[src/rtl/lvl_irq_agg_pkg.sv]
package lvl_irq_agg_pkg;

    localparam int DATA_W     = 32;
    localparam int NUM_MASK   = 4;
    localparam int STATUS_OFF = 'h00;
    localparam int MASK_BASE  = 'h10;

    // Bus decode result.
    typedef enum logic [1:0] {
        SEL_NONE   = 2'd0,
        SEL_STATUS = 2'd1,
        SEL_MASK   = 2'd2
    } reg_sel_e;

endpackage

[src/rtl/lvl_irq_sync.sv]
module lvl_irq_sync #(
    parameter int                 SRC_W      = 32,
    parameter logic [SRC_W-1:0]   VALID_BITS = '1
) (
    input  logic             clk,
    input  logic             rst_n,
    input  logic [SRC_W-1:0] src_lvl,
    output logic [SRC_W-1:0] status
);

    logic [SRC_W-1:0] meta_q;
    logic [SRC_W-1:0] stat_q;

    always_ff @(posedge clk or negedge rst_n) begin
        if (!rst_n) begin
            meta_q <= '0;
            stat_q <= '0;
        end else begin
            meta_q <= src_lvl & VALID_BITS;
            stat_q <= meta_q;
        end
    end

    assign status = stat_q;

    // Counts edges since reset so the latency check never looks before reset.
    logic [1:0] age_q;
    always_ff @(posedge clk or negedge rst_n) begin
        if (!rst_n)
            age_q <= 2'd0;
        else if (age_q != 2'd2)
            age_q <= age_q + 2'd1;
    end

    AST_SYNC_LATENCY: assert property (@(posedge clk) disable iff (!rst_n)
        (age_q == 2'd2) |-> (status == ($past(src_lvl, 2) & VALID_BITS)));

endmodule

[src/rtl/lvl_irq_regs.sv]
module lvl_irq_regs
    import lvl_irq_agg_pkg::*;
#(
    parameter int               ADDR_W     = 8,
    parameter logic [DATA_W-1:0] VALID_BITS = '1,
    localparam int              IDX_W      = $clog2(NUM_MASK)
) (
    input  logic                              clk,
    input  logic                              rst_n,
    input  logic [ADDR_W-1:0]                 bus_addr,
    input  logic                              bus_we,
    input  logic [DATA_W-1:0]                 bus_wdata,
    input  logic [DATA_W-1:0]                 status,
    output logic [DATA_W-1:0]                 bus_rdata,
    output logic [NUM_MASK-1:0][DATA_W-1:0]   masks
);

    reg_sel_e             sel;
    logic [IDX_W-1:0]     sel_idx;
    logic [NUM_MASK-1:0][DATA_W-1:0] mask_q;

    // Address decode: status word, one of the mask words, or nothing.
    always_comb begin
        sel     = SEL_NONE;
        sel_idx = '0;
        if (bus_addr == ADDR_W'(STATUS_OFF)) begin
            sel = SEL_STATUS;
        end else begin
            for (int t = 0; t < NUM_MASK; t++) begin
                if (bus_addr == ADDR_W'(MASK_BASE + 4 * t)) begin
                    sel     = SEL_MASK;
                    sel_idx = IDX_W'(t);
                end
            end
        end
    end

    always_comb begin
        unique case (sel)
            SEL_STATUS: bus_rdata = status;
            SEL_MASK:   bus_rdata = mask_q[sel_idx];
            default:    bus_rdata = '0;
        endcase
    end

    for (genvar g = 0; g < NUM_MASK; g++) begin : g_mask
        logic hit;
        assign hit = bus_we && (sel == SEL_MASK) && (sel_idx == IDX_W'(g));

        always_ff @(posedge clk or negedge rst_n) begin
            if (!rst_n)
                mask_q[g] <= '0;
            else if (hit)
                mask_q[g] <= bus_wdata;
        end

        AST_MASK_LOAD: assert property (@(posedge clk) disable iff (!rst_n)
            (bus_we && bus_addr == ADDR_W'(MASK_BASE + 4 * g))
            |=> (masks[g] == $past(bus_wdata)));

        AST_MASK_KEEP: assert property (@(posedge clk) disable iff (!rst_n)
            !(bus_we && bus_addr == ADDR_W'(MASK_BASE + 4 * g))
            |=> $stable(masks[g]));
    end

    assign masks = mask_q;

    AST_RSVD_READ_ZERO: assert property (@(posedge clk) disable iff (!rst_n)
        (bus_addr == ADDR_W'(STATUS_OFF)) |-> ((bus_rdata & ~VALID_BITS) == '0));

    AST_UNALIGNED_ZERO: assert property (@(posedge clk) disable iff (!rst_n)
        (bus_addr[1:0] != 2'b00) |-> (bus_rdata == '0));

endmodule

[src/rtl/lvl_irq_outgen.sv]
module lvl_irq_outgen
    import lvl_irq_agg_pkg::*;
(
    input  logic                            clk,
    input  logic                            rst_n,
    input  logic [DATA_W-1:0]               status,
    input  logic [NUM_MASK-1:0][DATA_W-1:0] masks,
    output logic [NUM_MASK-1:0]             lines
);

    for (genvar g = 0; g < NUM_MASK; g++) begin : g_line
        logic line_q;

        always_ff @(posedge clk or negedge rst_n) begin
            if (!rst_n)
                line_q <= 1'b0;
            else
                line_q <= |(status & masks[g]);
        end

        assign lines[g] = line_q;

        AST_MASKED_QUIET: assert property (@(posedge clk) disable iff (!rst_n)
            (masks[g] == '0) |=> !lines[g]);
    end

endmodule

[src/rtl/lvl_irq_agg.sv]
module lvl_irq_agg
    import lvl_irq_agg_pkg::*;
#(
    parameter int                ADDR_W     = 8,
    parameter logic [DATA_W-1:0] VALID_BITS = 32'h0001_FFBF
) (
    input  logic              clk,
    input  logic              rst_n,
    input  logic [ADDR_W-1:0] bus_addr,
    input  logic              bus_we,
    input  logic [DATA_W-1:0] bus_wdata,
    output logic [DATA_W-1:0] bus_rdata,
    input  logic [DATA_W-1:0] src_lvl,
    output logic [1:0]        cpu_irq,
    output logic [1:0]        cpu_mchk
);

    logic [DATA_W-1:0]               status;
    logic [NUM_MASK-1:0][DATA_W-1:0] masks;
    logic [NUM_MASK-1:0]             lines;

    lvl_irq_sync #(
        .SRC_W      (DATA_W),
        .VALID_BITS (VALID_BITS)
    ) u_sync (
        .clk     (clk),
        .rst_n   (rst_n),
        .src_lvl (src_lvl),
        .status  (status)
    );

    lvl_irq_regs #(
        .ADDR_W     (ADDR_W),
        .VALID_BITS (VALID_BITS)
    ) u_regs (
        .clk       (clk),
        .rst_n     (rst_n),
        .bus_addr  (bus_addr),
        .bus_we    (bus_we),
        .bus_wdata (bus_wdata),
        .status    (status),
        .bus_rdata (bus_rdata),
        .masks     (masks)
    );

    lvl_irq_outgen u_out (
        .clk    (clk),
        .rst_n  (rst_n),
        .status (status),
        .masks  (masks),
        .lines  (lines)
    );

    // Mask words 0,1 feed the interrupt lines, words 2,3 the machine-check lines.
    assign cpu_irq  = lines[1:0];
    assign cpu_mchk = lines[3:2];

    AST_IDLE_DROPS: assert property (@(posedge clk) disable iff (!rst_n)
        (status == '0) |=> (lines == '0));

    AST_RISE_HAS_CAUSE: assert property (@(posedge clk) disable iff (!rst_n)
        (lines != '0) |-> ($past(status) != '0));

    AST_RSVD_NEVER_LIVE: assert property (@(posedge clk) disable iff (!rst_n)
        ((status & ~VALID_BITS) == '0));

endmodule

[config.mk]
export PLATFORM = sky130hd
export DESIGN_NAME = lvl_irq_agg
export DESIGN_NICKNAME = d
export VERILOG_FILES = /design/src/rtl/lvl_irq_agg_pkg.sv /design/src/rtl/lvl_irq_sync.sv /design/src/rtl/lvl_irq_regs.sv /design/src/rtl/lvl_irq_outgen.sv /design/src/rtl/lvl_irq_agg.sv
export SDC_FILE = /design/constraint.sdc
export NUM_CORES = 1
export LEC_CHECK = 0
export CORE_MARGIN = 2
export CORE_UTILIZATION = 65
export CTS_BUF_LIST = sky130_fd_sc_hd__clkbuf_2 sky130_fd_sc_hd__clkbuf_4 sky130_fd_sc_hd__clkbuf_8
export DETAILED_ROUTE_END_ITERATION = 16
export DONT_BUFFER_PORTS = 1
export MAX_ROUTING_LAYER = met4
export PLACE_DENSITY = 0.92
export SLEW_MARGIN = 5
export SYNTH_ARGS = -nofsm -noshare
export SYNTH_HDL_FRONTEND = slang
export SYNTH_SLANG_ARGS = --single-unit
[constraint.sdc]
create_clock -name clk -period 3.2 [get_ports clk]
set_clock_uncertainty 0.15 [all_clocks]
set_input_delay 0.64 -clock clk [delete_from_list [all_inputs] [get_ports clk]]
set_output_delay 0.64 -clock clk [all_outputs]
set_load 0.03 [all_outputs]
**Word level (Yosys, flattened, before mapping)**

Cells that the tools add are included.
Widths: inputs -> output; s select.

- Register bits: 164
- Input bits: 75
- Output and inout port bits: 36
- Logic and storage cells: 47

- Magnitude comparators: 1
- Eq/ne operators: 9
- Mux-type cells: 12
- Bitwise operators: 4
- Reduce and logical (&&, ||, !) cells: 11

Operators by type and width:

| operator | number |
|---|---|
| $and 17x32->32 | 4 |
| $reduce_or 32->1 | 4 |
| $bmux 32 s2 | 1 |
| $pmux 32 s2 | 1 |
| $eq 8x5->1 const B | 4 |
| $mux 32 | 1 |
| $mux 2 | 8 |
| $logic_not 8->1 | 1 |
| $eq 2x2->1 const B | 3 |
| $logic_and 1x1->1 | 5 |
| $eq 2x1->1 const B | 2 |
| $lt 2x3->1 const B | 1 |
| $logic_not 2->1 | 1 |
| $mux 1 | 1 |

**Logic depth before layout (Yosys ltp)**

Gate-level depths: netlist (run 1).

- Depth in word-level cells: 9
- Gate-level depth with buffers: 5
- Depth with buffers taken out: 3

**Hierarchy**

From an unflattened synthesis (run 1), not the netlist that was laid out.

- Cell total of the unflattened synthesis: 614
- Area total of the unflattened synthesis: 7995.2 µm²

By module, submodules not included:

| module | times used | cells each | area each (µm²) | seq. area each (µm²) |
|---|---|---|---|---|
| lvl_irq_regs | 1 | 473 | 6319.8 | 3203.1 |
| lvl_irq_sync | 1 | 49 | 924.6 | 800.8 |
| lvl_irq_outgen | 1 | 92 | 750.7 | 100.1 |

**Worst setup path after synthesis (run 1)**

No wires, ideal clock.

- Path kind: input to output
- Start: in bus_addr[3]
- End: out bus_rdata[0]
- Data arrival time: 2.134 ns
- Required time: 2.410 ns
- Slack: 0.276 ns
- Stages: 4
- Path buffers: 2
- Cell sequence: clkbuf_1 buf_2 mux4_2 a22o_1

- Cells in the longest elaborated chain, start to end: 8
- Elaborated cells on any way between the ends: 19
- Classes of those cells: eq/ne (6); mux (12); reduce/logical (1)

RTL lines:

| element | line | text |
|---|---|---|
| start, declared | lvl_irq_agg.sv:9 | `input logic [ADDR_W-1:0] bus_addr,` |
| $eq 8x5->1 | lvl_irq_regs.sv:30 | `if (bus_addr == ADDR_W'(MASK_BASE + 4 * t)) begin` |
| $mux 1 or $mux 2 (tied branches) | lvl_irq_regs.sv:30 |  |
| $mux 2 (2 in series) | lvl_irq_regs.sv:30 |  |
| $mux 2, on equally long branches | lvl_irq_regs.sv:26, lvl_irq_regs.sv:30 |  |
| $bmux 32 s2 or $mux 2 (tied branches) | lvl_irq_regs.sv:41, lvl_irq_regs.sv:26 |  |
| $mux 32 (not written as such) (tied with other cells) | lvl_irq_regs.sv:41 | `SEL_MASK: bus_rdata = mask_q[sel_idx];` |
| $pmux 32 s2 (*) | lvl_irq_regs.sv:39 | `unique case (sel)` |
| end, declared | lvl_irq_agg.sv:12 | `output logic [DATA_W-1:0] bus_rdata,` |

Every way passes the cells marked *; elsewhere a longest branch is shown, timed or not. The select of a mux whose other input is x is not followed.

**Final worst setup path (run 1)**

- Start: in bus_addr[7]
- End: out bus_rdata[0]

Same word-level chain as after synthesis.

==> impl_metrics.env, run 1 <==
export IMPL_final_antenna_net_count=0
export IMPL_violations="negative hold slack"
export IMPL_htreeDepth=4
export IMPL_p_per_area_nw_per_um2=497
export IMPL_crit_fanout=16
export IMPL_worstMarginPinSlew_ns=0.486
export IMPL_synth_seq_area_share_pct=57.8
export IMPL_cts_tree="done"
export IMPL_fmax_ghz=0.340
export IMPL_p_sw_mw=0.905
export IMPL_crit_required_ns=2.41
export IMPL_p_clk_share_pct=34.8
export IMPL_grt_total_usage_pct=28.8
export IMPL_r2r_start="u_sync.status[13]"
export IMPL_finalHoldViolations=164
export IMPL_ys_flop_type="dfrtp_1"
export IMPL_numPlacedInstances=573
export IMPL_antenna_found_initial=0
export IMPL_drtIter0Drc=464
export IMPL_clk_latency_ns=0.45
export IMPL_synth_area_um2=7100
export IMPL_p_total_mw=3.81
export IMPL_min_path_type="in2async"
export IMPL_crit_top_cell="buf_4"
export IMPL_place_gp_congestion=0.895
export IMPL_r2r_cells=3
export IMPL_synth_cell_types=22
export IMPL_cellLeakagePower_nw=3.71
export IMPL_async_reset_ff_share_pct=100
export IMPL_drc=0
export IMPL_synth_avg_cell_area_um2=16.4
export IMPL_vias_per_cell=6.88
export IMPL_dr_pass1_iters=5
export IMPL_dieArea_um2=11800
export IMPL_synthCells=434
export IMPL_finalSetupTns_ns=0
export IMPL_seqPwrFrac_pct=60.2
export IMPL_rsz0062_at_grt="no"
export IMPL_ir_drop_v=0.000282
export IMPL_swShare_pct=23.7
export IMPL_rr_endpoint="u_out.g_line[3].line_q"
export IMPL_finalSetupViolCount=0
export IMPL_place_hpwl_um=9880
export IMPL_num_fill_cells=664
export IMPL_r2r_setup_slack_ns=1.61
export IMPL_fin_crit_ns=2.94
export IMPL_die_w_um=109
export IMPL_cp_cell_sequence="or4_4 > nor4b_4 > buf_4 > a22o_1 > buf_4"
export IMPL_power_frac_comb_pct=5.0
export IMPL_cap_violations=0
export IMPL_grt_pass1_vias=4349
export IMPL_antenna_cells=0
export IMPL_wl_um=15200
export IMPL_clock_sinks=164
export IMPL_port_buffers=0
export IMPL_critical_path_slowest_cell="or4_4"
export IMPL_slew_headroom_pct=67.6
export IMPL_numCtsBuffers=17
export IMPL_die_h_um=109
export IMPL_globalRouteOverflowTotal=0
export IMPL_rows=38
export IMPL_grt_max_degree=165
export IMPL_syn_num_nets=509
export IMPL_internal_power_mw=2.91
export IMPL_crit_path_end_kind="output port"
export IMPL_clk_pin_slew_ns=0.08
export IMPL_ios=111
export IMPL_grt_pass1_wl_um=24000
export IMPL_drv_slew=0
export IMPL_drive_above_1_share_pct=47.3
export IMPL_cts_root_buffer="clkbuf_8"
export IMPL_crit_arrival_ns=2.15
export IMPL_yosysWarnings=0
export IMPL_post_cts_buffers=0
export IMPL_cts_max_path_buffers=2
export IMPL_timing_final_crit_share_pct=92.0
export IMPL_nets=527
export IMPL_ys_ff_latch=164
export IMPL_critPathLaunchType="input port"
export IMPL_hold_ws_ns=-0.269
export IMPL_start_util_pct=66.1
export IMPL_run_status="finished, violations left"
export IMPL_layout_cells_non_filler=605
export IMPL_critPathKind="in2out"
export IMPL_slowest_delay_ns=0.58
export IMPL_syn_to_final_growth_pct=8.18
export IMPL_synth_edf_count=0
export IMPL_coreArea_um2=10700
export IMPL_cts_resized_gates=0
export IMPL_vias=4165
export IMPL_wl_per_cell_um=25.1
## power groups by stage
stage | logic [mW] | clock network (mW) | registers (mW)
floorplan | 0.232 | 0 | 2.27
global placement | 0.183 | 0 | 2.32
detailed placement | 0.190 | 0 | 2.33
CTS | 0.191 | 1.35 | 2.29
global route | 0.204 | 1.44 | 2.31
finish | 0.191 | 1.33 | 2.30
## area by class of cell
cell class,count,area (um^2),share of cell area (%)
Timing Repair Buffer,27,203,2.64
Sequential cell,164,4100,53.4
Multi-Input combinational cell,242,2840,37.0
Clock buffer,21,277,3.60
Tap cell,140,175,2.28
Clock inverter,11,80.1,1.04
## stage by stage
stage,cell area [um^2],worst slack (ns),util [%]
final,7680,0.256,71.5
after global placement,7320,0.293,68.1
after CTS,7680,0.260,71.5
after detailed placement,7320,0.267,68.1
after global routing,7680,0.195,71.5
after floorplan,7100,0.276,-
## Yosys cell counts, types with 3 or more instances
library cell | instances | share of area, %
clkbuf_1 | 13 | 0.69
a221oi_1 | 16 | 2.0
mux2_1 | 4 | 0.63
dfrtp_1 | 164 | 58
buf_2 | 5 | 0.35
nand4_1 | 6 | 0.53
buf_4 | 7 | 0.74
mux4_2 | 32 | 10
a22o_1 | 32 | 3.9
and3_1 | 16 | 1.4
buf_6 | 3 | 0.48
mux2_2 | 124 | 20
## critical path: cells and delay by family
| kind | cells | cell delay (ns) |
|---|---|---|
| buf+inv | 2 | 0.46 |
| simple gates | 2 | 0.80 |
| compound gates | 1 | 0.24 |
## routing by layer
layer	GRT usage, %	share of wire [%]
met5	-	0
met4	9.62	2.3
met3	8.74	8.6
met2	41.3	48
met1	39.8	41
## registers in the layout, indices dropped and copies added, names as in the netlist
name and flops:
u_out.g_line.line_q 4, u_regs.masks 128, u_sync.meta_q 16, u_sync.status 16
## how the worst max path moves through the flow
stage / startpoint / endpoint / depth (start not counted)
after floorplan: bus_addr[3] / bus_rdata[0] / 4
after global placement: bus_addr[7] / bus_rdata[14] / 5
after detailed placement: bus_addr[7] / bus_rdata[0] / 5
after CTS: bus_addr[7] / bus_rdata[0] / 5
after global routing: bus_addr[7] / bus_rdata[0] / 5
final: bus_addr[7] / bus_rdata[0] / 5
## cell families (layout without fill, tap and decap cells)
group / count (synthesis) / in the layout / synth area share, %
DFF: 164 / 164 / 57.8
muxes: 160 / 160 / 30.5
AOI/OAI and AO/OA: 48 / 48 / 5.92
and+or+nand+nor: 34 / 34 / 3.54
buffers and inverters: 28 / 59 / 2.26
## cell usage in the layout, fill, tap and decap left out, types with 2 or more instances in the layout
| cell | instances |
|---|---|
| mux2_1 | 4 |
| a22o_1 | 32 |
| mux4_2 | 32 |
| nor2_1 | 2 |
| nand4_1 | 6 |
| mux2_2 | 124 |
| clkbuf_8 | 19 |
| a221oi_1 | 16 |
| dfrtp_1 | 164 |
| clkbuf_4 | 2 |
| clkinv_2 | 3 |
| buf_4 | 27 |
| nor2b_1 | 2 |
| and3_1 | 16 |
| clkinv_4 | 3 |
| clkinvlp_4 | 4 |
(Power assumes the default switching activity.)
==> run 2, diff against run 1 <==
--- a/config.mk
+++ b/config.mk
@@ -5,6 +5,7 @@
 export SDC_FILE = /design/constraint.sdc
 export NUM_CORES = 1
 export LEC_CHECK = 0
+export ABC_AREA = 1
 export CORE_MARGIN = 2
 export CORE_UTILIZATION = 65
 export CTS_BUF_LIST = sky130_fd_sc_hd__clkbuf_2 sky130_fd_sc_hd__clkbuf_4 sky130_fd_sc_hd__clkbuf_8
==> impl_metrics.env, run 2 <==
export IMPL_p_per_area_nw_per_um2=533
export IMPL_async_reset_ff_share_pct=100
export IMPL_numCtsBuffers=17
export IMPL_rsz0062_at_grt="no"
export IMPL_place_gp_congestion=0.897
export IMPL_yosysMostFrequentCell="nand2_1"
export IMPL_ios=111
export IMPL_die_h_um=111
export IMPL_synth_area_um2=7470
export IMPL_cts_resized_gates=0
export IMPL_regArea_um2=4100
export IMPL_clock_sinks=164
export IMPL_drive_above_1_share_pct=9.03
export IMPL_fin_crit_ns=2.73
export IMPL_run_status="finished, violations left"
export IMPL_critPathKind="in2out"
export IMPL_grt_max_degree=165
export IMPL_ir_drop_v=0.000467
export IMPL_dieArea_um2=12400
export IMPL_cts_tree="done"
export IMPL_die_w_um=111
export IMPL_crit_fanout=17
export IMPL_wl_per_cell_um=16.8
export IMPL_synth_area_leaders="dfrtp_1 (55%), nand2_1 (20%), o21ai_1 (8.6%), nand3_1 (4.4%), inv_1 (1.7%)"
export IMPL_slowest_delay_ns=0.44
export IMPL_final_core_util_pct=71.9
export IMPL_vias=6383
export IMPL_htreeDepth=4
export IMPL_cellLeakagePower_nw=4.11
export IMPL_grt_pass1_vias=6251
export IMPL_ys_ff_latch=164
export IMPL_cts_root_buffer="clkbuf_8"
export IMPL_wl_um=18100
export IMPL_vias_per_cell=5.95
export IMPL_syn_num_nets=992
export IMPL_crit_required_ns=2.41
export IMPL_drtIter0Drc=760
export IMPL_critical_path_slowest_cell="nor2_4"
export IMPL_finalSetupTns_ns=0
export IMPL_worstMarginPinSlew_ns=0.924
export IMPL_nets=992
export IMPL_rows=39
export IMPL_place_hpwl_um=11100
export IMPL_cp_cell_sequence="nor2_4 > nand4_2 > nor2_4 > nand2_1 > nand2_1 > nor2_1 > nor2_1 > buf_4"
export IMPL_min_path_type="in2async"
export IMPL_final_antenna_net_count=0
export IMPL_layout_cells_non_filler=1073
export IMPL_r2r_cells=4
export IMPL_layout_commonest_cell="nand2_1"
export IMPL_violations="negative hold slack"
export IMPL_cap_violations=0
export IMPL_post_cts_buffers=0
export IMPL_crit_path_end_kind="output port"
export IMPL_globalRouteOverflowTotal=0
export IMPL_clk_latency_ns=0.46
export IMPL_synth_edf_count=0
export IMPL_yosysTopAreaCell="dfrtp_1"
export IMPL_critPathLaunchType="input port"
export IMPL_slew_headroom_pct=38.4
export IMPL_grt_pass1_wl_um=29900
export IMPL_largest_reg_flops=128
export IMPL_crit_arrival_ns=1.94
export IMPL_p_total_mw=4.34
export IMPL_antenna_cells=0
export IMPL_grt_total_usage_pct=31.4
export IMPL_synth_common_cells="nand2_1 (390), dfrtp_1 (164), o21ai_1 (128)"
export IMPL_syn_to_final_growth_pct=8.89
export IMPL_finalHoldViolations=164
export IMPL_coreArea_um2=11300
export IMPL_synthCells=917
export IMPL_timing_final_crit_share_pct=85.4
export IMPL_ys_flop_type="dfrtp_1"
export IMPL_dr_pass1_iters=6
export IMPL_num_fill_cells=786
export IMPL_cts_max_path_buffers=2
export IMPL_clk_pin_slew_ns=0.08
export IMPL_hold_ws_ns=-0.280
export IMPL_antenna_found_initial=0
export IMPL_drv_slew=0
export IMPL_synth_top_area_share_pct=54.9
export IMPL_layout_common_cells="nand2_1 (390), dfrtp_1 (164), o21ai_1 (128), nand3_1 (66), inv_1 (34)"
export IMPL_numPlacedInstances=1041
export IMPL_drc=0
export IMPL_synth_seq_area_share_pct=54.9
export IMPL_synth_cell_types=26
export IMPL_multi_input_area_um2=2940
export IMPL_r2r_setup_slack_ns=1.67
export IMPL_synth_avg_cell_area_um2=8.15
export IMPL_finalSetupViolCount=0
export IMPL_port_buffers=0
export IMPL_fmax_ghz=0.366
export IMPL_yosysWarnings=0
export IMPL_start_util_pct=66.0
==> run 2: cell count changes in the layout (fill, tap and decap cells not counted), moves of 5 or more <==
| cell | delta |
|---|---|
| inv_1 | +34 |
| nor2_1 | +31 |
| nand2_1 | +389 |
| a221oi_1 | -13 |
| mux4_2 | -32 |
| mux2_2 | -124 |
| a22o_1 | -23 |
| o21ai_1 | +128 |
| a21oi_1 | +8 |
| buf_12 | +5 |
| nor2_4 | +5 |
| and3_1 | -15 |
| nand3_1 | +65 |
==> run 2: stage by stage <==
step	hold slack (ns)	area (um^2)	setup WS, ns
after floorplan	0.181	7470	0.495
after global placement	0.182	7680	0.539
after detailed placement	0.185	7680	0.475
after CTS	-0.299	8130	0.469
after global routing	-0.302	8130	0.362
final	-0.280	8130	0.467
==> run 2: layout make-up <==
cell class | instances | area share (%)
clock inverters | 13 | 2.43
inverters | 37 | 1.71
multi-input cells | 663 | 36.2
clock buffers | 19 | 3.14
repair buffers | 34 | 3.91
flip-flops and latches | 164 | 50.5
well taps | 143 | 2.20
==> run 2: critical path: cells and delay by family <==
kind | cells | cell delay (ns)
AND/OR/NAND/NOR | 7 | 1.13
buffers and inverters | 1 | 0.17
==> run 2: cells by family (layout without fill, tap and decap cells) <==
logic type      Yosys count  count (layout)  synth area share, %
simple gates            514             514                 28.7
buf+inv                  90             103                 5.68
compound gates          149             149                 10.6
flops                   164             164                 54.9
==> run 2: routing by layer <==
| layer | GRT usage, % | vias up | share of wire [%] |
|---|---|---|---|
| met4 | 13.3 | 0 | 3.2 |
| met5 | - | - | 0 |
| li1 | - | 2955 | - |
| met3 | 7.00 | 67 | 11 |
| met1 | 41.3 | 2957 | 39 |
| met2 | 47.6 | 404 | 47 |
==> run 2: final timing paths <==
| kind | start | endpoint |
|---|---|---|
| min in group clk | src_lvl[7] | u_sync.meta_q[7] |
| hold / removal | rst_n | u_sync.meta_q[10] |
| hold reg to reg | u_sync.meta_q[5] | u_sync.status[5] |
| setup / recovery | bus_addr[7] | bus_rdata[6] |
| max in group asynchronous | rst_n | u_regs.masks[23] |
| setup reg to reg | u_sync.status[5] | u_out.g_line[1].line_q |
==> run 2: power by group <==
group | internal [mW] | total [mW] | switching (mW)
registers | 2.22 | 2.35 | 0.135
logic | 0.129 | 0.320 | 0.191
clock network | 0.893 | 1.67 | 0.774
total | 3.24 | 4.34 | 1.10
==> run 3, diff against run 2 <==
--- a/config.mk
+++ b/config.mk
@@ -12,7 +12,7 @@
 export DETAILED_ROUTE_END_ITERATION = 16
 export DONT_BUFFER_PORTS = 1
 export MAX_ROUTING_LAYER = met4
-export PLACE_DENSITY = 0.92
+export PLACE_DENSITY_LB_ADDON = 0.15
 export SLEW_MARGIN = 5
 export SYNTH_ARGS = -nofsm -noshare
 export SYNTH_HDL_FRONTEND = slang
==> impl_metrics.env, run 3 (synthesis gave the netlist of run 2 again) <==
export IMPL_place_gp_congestion=0.870
export IMPL_drtIter0Drc=599
export IMPL_crit_start="bus_addr[1]"
export IMPL_wl_per_cell_um=15.9
export IMPL_p_per_area_nw_per_um2=503
export IMPL_finalSetupViolCount=0
export IMPL_layout_commonest_cell="nand2_1"
export IMPL_post_place_ws_ns=0.397
export IMPL_cts_max_path_buffers=2
export IMPL_die_w_um=111
export IMPL_rows=39
export IMPL_crit_required_ns=2.41
export IMPL_fin_crit_ns=2.80
export IMPL_vias=6072
export IMPL_multi_input_area_um2=2940
export IMPL_fmax_ghz=0.358
export IMPL_cellLeakagePower_nw=4.04
export IMPL_slowest_delay_ns=0.34
export IMPL_cp_num_buf_inv=1
export IMPL_drc=0
export IMPL_crit_arrival_ns=2.01
export IMPL_post_cts_buffers=0
export IMPL_num_fill_cells=924
export IMPL_ios=111
export IMPL_worstMarginPinSlew_ns=0.861
export IMPL_violations="negative hold slack"
export IMPL_cts_resized_gates=0
export IMPL_dieArea_um2=12400
export IMPL_critPathLaunchType="input port"
export IMPL_crit_path_end_kind="output port"
export IMPL_cap_violations=0
export IMPL_r2r_start="u_sync.status[4]"
export IMPL_grt_pass1_wl_um=28700
export IMPL_crit_top_cell="nand2_1"
export IMPL_cts_tree="done"
export IMPL_critical_path_slowest_cell="nor2_8"
export IMPL_timing_final_crit_share_pct=87.3
export IMPL_layout_cells_non_filler=1068
export IMPL_r2r_setup_slack_ns=1.67
export IMPL_numPlacedInstances=1036
export IMPL_drive_above_1_share_pct=8.54
export IMPL_numCtsBuffers=17
export IMPL_run_status="finished, violations left"
export IMPL_antenna_found_initial=0
export IMPL_finalHoldViolations=164
export IMPL_slew_headroom_pct=42.6
export IMPL_hold_ws_ns=-0.280
export IMPL_place_hpwl_um=10600
export IMPL_cts_root_buffer="clkbuf_8"
export IMPL_min_path_type="in2async"
export IMPL_final_antenna_net_count=0
export IMPL_clk_pin_slew_ns=0.08
export IMPL_critPathTopFamily="simple AND/OR/NAND/NOR gates"
export IMPL_htreeDepth=4
export IMPL_port_buffers=0
export IMPL_cp_cell_sequence="nor2_4 > nand3_4 > nor2_8 > inv_2 > nand2_1 > nand2_1 > nand2_1 > nand2_1"
export IMPL_layout_common_cells="nand2_1 (390), dfrtp_1 (164), o21ai_1 (128), nand3_1 (66), inv_1 (34)"
export IMPL_globalRouteOverflowTotal=0
export IMPL_finalSetupTns_ns=0
export IMPL_wl_um=17000
export IMPL_grt_pass1_vias=5955
export IMPL_syn_to_final_growth_pct=6.77
export IMPL_start_util_pct=66.0
export IMPL_grt_max_degree=165
export IMPL_dr_pass1_iters=5
export IMPL_clk_latency_ns=0.46
export IMPL_rsz0062_at_grt="no"
export IMPL_clock_sinks=164
export IMPL_setup_slack_ns=0.405
export IMPL_vias_per_cell=5.69
export IMPL_coreArea_um2=11300
export IMPL_die_h_um=111
export IMPL_crit_fanout=28
export IMPL_antenna_cells=0
export IMPL_largest_reg_flops=128
export IMPL_final_core_util_pct=70.4
export IMPL_drv_slew=0
export IMPL_ir_drop_v=0.000442
export IMPL_nets=987
export IMPL_grt_total_usage_pct=30.0
export IMPL_critPathKind="in2out"
export IMPL_regArea_um2=4100
run 3: through the flow:
| step | power [mW] | cell area (um^2) | hold WS, ns |
|---|---|---|---|
| 2_1_floorplan | 2.64 | 7470 | 0.181 |
| 3_3_place_gp | 2.67 | 7620 | 0.183 |
| 3_5_place_dp | 2.69 | 7620 | 0.185 |
| 4_1_cts | 4.04 | 7980 | -0.309 |
| 5_1_grt | 4.20 | 7980 | -0.313 |
| 6_report | 4.01 | 7980 | -0.280 |
run 3: layout make-up:
class,count,share of cell area [%]
Inverter,37,1.74
Tap cell,143,2.24
Timing Repair Buffer,29,3.20
Multi-Input combinational cell,663,36.9
Clock inverter,10,1.07
Sequential cell,164,51.5
Clock buffer,22,3.40
run 3: layer usage:
metal / wire length [um] / share of wire, % / up-vias / track usage [%]
met3: 1090 / 6.4 / 34 / 6.12
met5: 0 / 0 / - / -
met4: 373 / 2.2 / 0 / 12.4
met2: 8520 / 50 / 230 / 48.0
li1: - / - / 2937 / -
met1: 6980 / 41 / 2871 / 37.8
run 3: worst reg2reg max path, cell delays in order, from the launching register on:
cell,delay (ns)
dfrtp_1,0.44
nand2_1,0.09
nand2_1,0.06
a221oi_1,0.43
nand4_1,0.20
run 3: report_power, final:
part | internal [mW] | leakage, nW | switching [mW]
sequential | 2.22 | 2.17 | 0.130
combinational | 0.128 | 1.69 | 0.181
clock | 0.648 | 0.180 | 0.710
total | 2.99 | 4.04 | 1.02
run 3: worst paths after layout:
kind | cells after the start | end
setup / recovery | 8 | bus_rdata[0]
hold / removal | 0 | u_sync.status[8]
setup reg to reg | 4 | u_out.g_line[1].line_q
hold reg to reg | 0 | u_sync.status[5]
max in group asynchronous | 0 | u_regs.masks[13]
min in group clk | 0 | u_sync.meta_q[9]
